File: src/rtl/bist_pn_pkg.sv
package bist_pn_pkg;

  // strobes from the lock controller to the PN datapath
  typedef struct packed {
    logic loadSeed;  // load generator from the current byte
    logic advance;   // step generator by one byte
    logic countErr;  // count a locked mismatch
  } pnStrobe_t;

  typedef enum logic [1:0] {
    LK_SEED   = 2'd0,
    LK_VERIFY = 2'd1,
    LK_LOCKED = 2'd2
  } lockState_t;

endpackage

File: src/rtl/bist_pn_control.sv
module bist_pn_control
  import bist_pn_pkg::*;
#(
  parameter int              DATA_W     = 8,
  parameter int              LOCK_RUN   = 8,
  parameter logic [DATA_W-1:0] COMMA_CODE = 8'hBC
) (
  input  logic              clk,
  input  logic              rstN,
  input  logic [DATA_W-1:0] dataIn,
  input  logic              kFlag,
  input  logic              commaIn,
  input  logic              alignOk,
  input  logic              pnMatch,
  output pnStrobe_t         strobe,
  output logic              statErr,
  output logic              statDv,
  output logic              statComma
);

  localparam int RUN_W = $clog2(LOCK_RUN + 1);
  localparam logic [RUN_W-1:0] RUN_LAST = RUN_W'(LOCK_RUN - 1);

  lockState_t       lockSt, lockNext;
  logic [RUN_W-1:0] runCnt, runNext;
  logic             skipNext;
  logic             isData;
  logic             errN, dvN, cmN;

  assign isData = alignOk && !kFlag && !skipNext;

  always_comb begin
    strobe   = '0;
    lockNext = lockSt;
    runNext  = runCnt;
    if (!alignOk) begin
      lockNext = LK_SEED;
      runNext  = '0;
    end else if (isData) begin
      case (lockSt)
        LK_SEED: begin
          strobe.loadSeed = 1'b1;
          lockNext        = LK_VERIFY;
          runNext         = '0;
        end
        LK_VERIFY: begin
          if (pnMatch) begin
            strobe.advance = 1'b1;
            if (runCnt == RUN_LAST) begin
              lockNext = LK_LOCKED;
              runNext  = '0;
            end else begin
              runNext = runCnt + 1'b1;
            end
          end else begin
            strobe.loadSeed = 1'b1;
            runNext         = '0;
          end
        end
        LK_LOCKED: begin
          strobe.advance  = 1'b1;
          strobe.countErr = !pnMatch;
        end
        default: lockNext = LK_SEED;
      endcase
    end
  end

  // status for the current code group, from the lock state before it
  always_comb begin
    errN = 1'b0;
    dvN  = 1'b0;
    cmN  = 1'b0;
    if (!alignOk) begin
      errN = 1'b0;
    end else if (lockSt != LK_LOCKED) begin
      errN = 1'b1;
    end else if (commaIn) begin
      dvN = 1'b1;
      cmN = 1'b1;
    end else begin
      dvN  = 1'b1;
      errN = isData && !pnMatch;
    end
  end

  always_ff @(posedge clk) begin
    if (!rstN) begin
      lockSt    <= LK_SEED;
      runCnt    <= '0;
      skipNext  <= 1'b0;
      statErr   <= 1'b0;
      statDv    <= 1'b0;
      statComma <= 1'b0;
    end else begin
      lockSt    <= lockNext;
      runCnt    <= runNext;
      skipNext  <= alignOk && kFlag && (dataIn == COMMA_CODE);
      statErr   <= errN;
      statDv    <= dvN;
      statComma <= cmN;
    end
  end

endmodule

File: config.mk
export PLATFORM = sky130hd
export DESIGN_NAME = bist_pn_control
export DESIGN_NICKNAME = d
export VERILOG_FILES = /design/src/rtl/bist_pn_pkg.sv /design/src/rtl/bist_pn_control.sv
export SDC_FILE = /design/constraint.sdc
export NUM_CORES = 1
export LEC_CHECK = 0
export CORE_MARGIN = 2
export CORE_UTILIZATION = 42
export DETAILED_ROUTE_END_ITERATION = 7
export PLACE_DENSITY = 0.75
export SETUP_SLACK_MARGIN = 0.1
export SLEW_MARGIN = 20
export SYNTH_ARGS = -nofsm -noshare
export SYNTH_HDL_FRONTEND = slang
export SYNTH_SLANG_ARGS = --single-unit
File: constraint.sdc
create_clock -name clk -period 2 [get_ports clk]
set_clock_uncertainty 0.2 [all_clocks]
set_input_delay 0.3 -clock clk [delete_from_list [all_inputs] [get_ports clk]]
set_output_delay 0.3 -clock clk [all_outputs]
set_load 0.005 [all_outputs]
==> metrics.md <==
| Metric | Value |
|---|---|
| Clock transition at path regs | `~0.080 ns` |
| Synth Cell Area | `558 µm²` |
| Data arrival, critical path | `1.43 ns` |
| Diodes inserted | `0` |
| DIE AREA | `roughly 0.0016 mm²` |
| Synthesized netlist cell count | `61` |
| GR Overflow Total | `0` |
| Drt wl/cell | `15.8 µm` |
| Fmax | `between 500 and 600 MHz` |
| Xor-xnor portion of the synthesized cell area | `0%` |
| Period utilization | `roughly 96%` |
| Cell type of the slowest stage on the worst timing path | `or3b_4` |
| Area share of fa/ha/maj cells after synthesis | `between 10 and 15%` |
| Final Critical Period | `around 1.9 ns` |
| Worst skew pair latency | `around 0.28 ns` |
| Worst VDD drop | `~0.37 mV` |
| Area growth from synthesis to layout | `82.1%` |
| Setup ws final | `0.0731 ns` |
| Die Wd | `just over 40 µm` |
| GPL Wtd Cong | `0.834` |
| Largest area contributor in the netlist | `dfxtp_1` |
| HP Class | `flip-flop to flip-flop` |
| Fin nets | `120` |
| Pleak | `between 0.3 and 0.4 nW` |
| Seq/Total Area, Yosys | `between 30% and 40%` |
| Largest net degree at the start of global routing | `7` |
| Crit start category | `flip-flop` |
| # DRC | `0` |
| # IOs | `20` |
| CP cell instances | `or3b_4 > nor3b_2 > clkdlybuf4s15_2` |
| Vias | `624` |
| Mean Syn Cell Area | `~9.1 µm²` |
| Hold depth | `2` |
| Post-synth cell types | `27` |
| Top post-synthesis cells by area | `dfxtp_1 (36%), ha_1 (13%), a21oi_1 (4.5%), nand4_1 (4.5%), nand2_1 (3.4%)` |
| Num CTS Buffers | `3` |
| Outcome | `finished clean` |
| Register bit total from synthesis | `10` |
| H-Tree Depth | `1` |
| Relative slew slack | `roughly 80%` |
| Slew Viols, Final | `0` |
| CTS sink cnt | `10` |
| Synth top area share | `a little over a third` |
| CTS Root Cell | `clkbuf_4` |
| CP peak stage delay | `roughly 0.4 ns` |
| First-pass GRT wire length | `~2500 µm` |
| Final Hold Viols | `0` |
| Initial antenna violation count | `0` |
| Std cell rows | `13` |
| R2R cell count | `7` |
| CTS tree | `built` |
| Detail Placement HPWL | `1010 µm` |
| Most frequent cells in the layout | `clkdlybuf4s50_1 (14), buf_4 (13), dfxtp_1 (7)` |
| Worst-margin pin slew | `approximately 0.26 ns` |
| Pre-CTS setup slack | `-0.399 ns` |
| Largest family of logic cells by synthesized area | `simple AND/OR/NAND/NOR gates` |
| Simple-gate share of the synthesized area | `a little over a third` |
| Layout cell share with drive strength beyond 1 | `41.4%` |
| Buffers on Ports | `19` |
| Post-DR vias/cell | `between 5 and 6` |
| Post-Route WL | `1800 µm` |
| Mux cell area share after synthesis | `1.79%` |
| Chip height | `40.5 µm` |
| Compound-Gate Fraction of Synth Area | `between 10 and 15%` |
| RSZ-0062 raised after global routing | `yes` |
| CP Max Fanout | `3` |
| WS Path Type | `flip-flop to output port` |
| Yosys warning total | `0` |
| Core Area | `0.00127 mm²` |
| Iteration count of the initial detailed-routing pass | `2` |
| Synthesized Nets | `81` |
| Hold buffer count at cts | `0` |
| 1st-iter DRT viols | `4` |
| Vias in the first global route | `between 600 and 700` |
| Pwr dens | `between 400 and 500 mW/mm²` |
| CP Capture Type | `output port` |
| MaxCap Viol Count | `0` |
| Number of setup violations in the final report | `0` |
| Pwr Total | `approximately 0.48 mW` |
| Remaining antenna violation count | `0` |
| Max clock buf depth | `2` |
| CP Data Required Time | `about 1.5 ns` |
| Global Route Usage Sum | `between 20% and 30%` |
| Initial Util | `around 44%` |
| Most common cell after layout, fill and taps aside | `clkdlybuf4s50_1` |
synth_stat cells:
cell / count
nand3b_1: 1
nand3_1: 1
dfxtp_1: 10
o21ai_0: 1
nand2_1: 5
o221a_1: 1
nor4b_1: 1
and4b_1: 1
nor2_1: 5
o21ai_1: 1
or3b_4: 1
ha_1: 6
a2111oi_2: 1
mux2i_1: 1
nor3b_2: 1
and2b_1: 1
inv_1: 3
and3_2: 1
and2_1: 1
a31oi_1: 1
or3_1: 3
nor3b_1: 2
or2_2: 1
and2_2: 1
nand4_1: 4
a21oi_1: 5
or4_1: 1
state kept, by name, summed over array words and instances (netlist names):
register	count
lockSt	2
runCnt	4
skipNext	1
statComma	1
statDv	1
statErr	1
metal layers:
metal  up-vias  global-route usage, %  part of all wire, %
met3         4                   8.33                  5.0
met1       298                   25.3                   41
met2        21                   42.1                   52
li1        301                      -                    -
met4         0                   9.17                  2.0
met5         -                      0                    0
report_power, final:
group	leakage (nW)	switching [mW]	internal, mW
logic	0.281	0.0312	0.0542
clock network	0.0210	0.0827	0.111
registers	0.0830	0.00240	0.199
total	0.385	0.116	0.364
kinds of logic after synthesis:
group | count (synthesis)
adders and majority gates | 6
AOI/OAI and AO/OA | 10
buffers and inverters | 3
and+or+nand+nor | 31
DFF | 10
muxes | 1
worst max-delay path, delay by kind of cell (launching register included):
family / cells / cell delay, ns
flip-flops: 1 / 0.34
AND/OR/NAND/NOR: 2 / 0.60
buffers and inverters: 1 / 0.22
worst paths after layout:
kind / from / endpoint / slack (ns)
setup / recovery: skipNext / strobe[1] / 0.07
hold / removal: runCnt[1] / runCnt[1] / 0.29
setup reg to reg: lockSt[0] / runCnt[2] / 0.15
hold reg to reg: runCnt[1] / runCnt[1] / 0.29
area by class of cell:
type	count	area, µm²
fill	81	253
sequential	10	209
inverter	3	18.8
tap	15	18.8
timing repair buffer	34	302
multi-input combinational	48	432
clock buffer	4	36.3
repair_timing:
| action | 4_1_cts | 5_1_grt |
|---|---|---|
| resized for setup | 28 | 11 |
| endpoints found under the setup margin | 5 | 4 |
| setup buffers | 9 | 0 |
| pin swaps | 3 | 5 |
| hold endpoints to repair | 0 | 0 |
per-stage QoR:
step | std cells | TNS [ns] | utilization (%) | hold slack [ns] | cell area [µm²]
after global placement | 103 | -1.78 | 65.2 | 0.264 | 827
final | 114 | 0 | 80.1 | 0.287 | 1020
after floorplan | 61 | 0 | - | 0.176 | 558
after CTS | 114 | 0 | 77.7 | 0.277 | 986
after global routing | 114 | 0 | 80.1 | 0.318 | 1020
after detailed placement | 103 | -1.92 | 65.2 | 0.266 | 827
(Power assumes the default switching activity.)
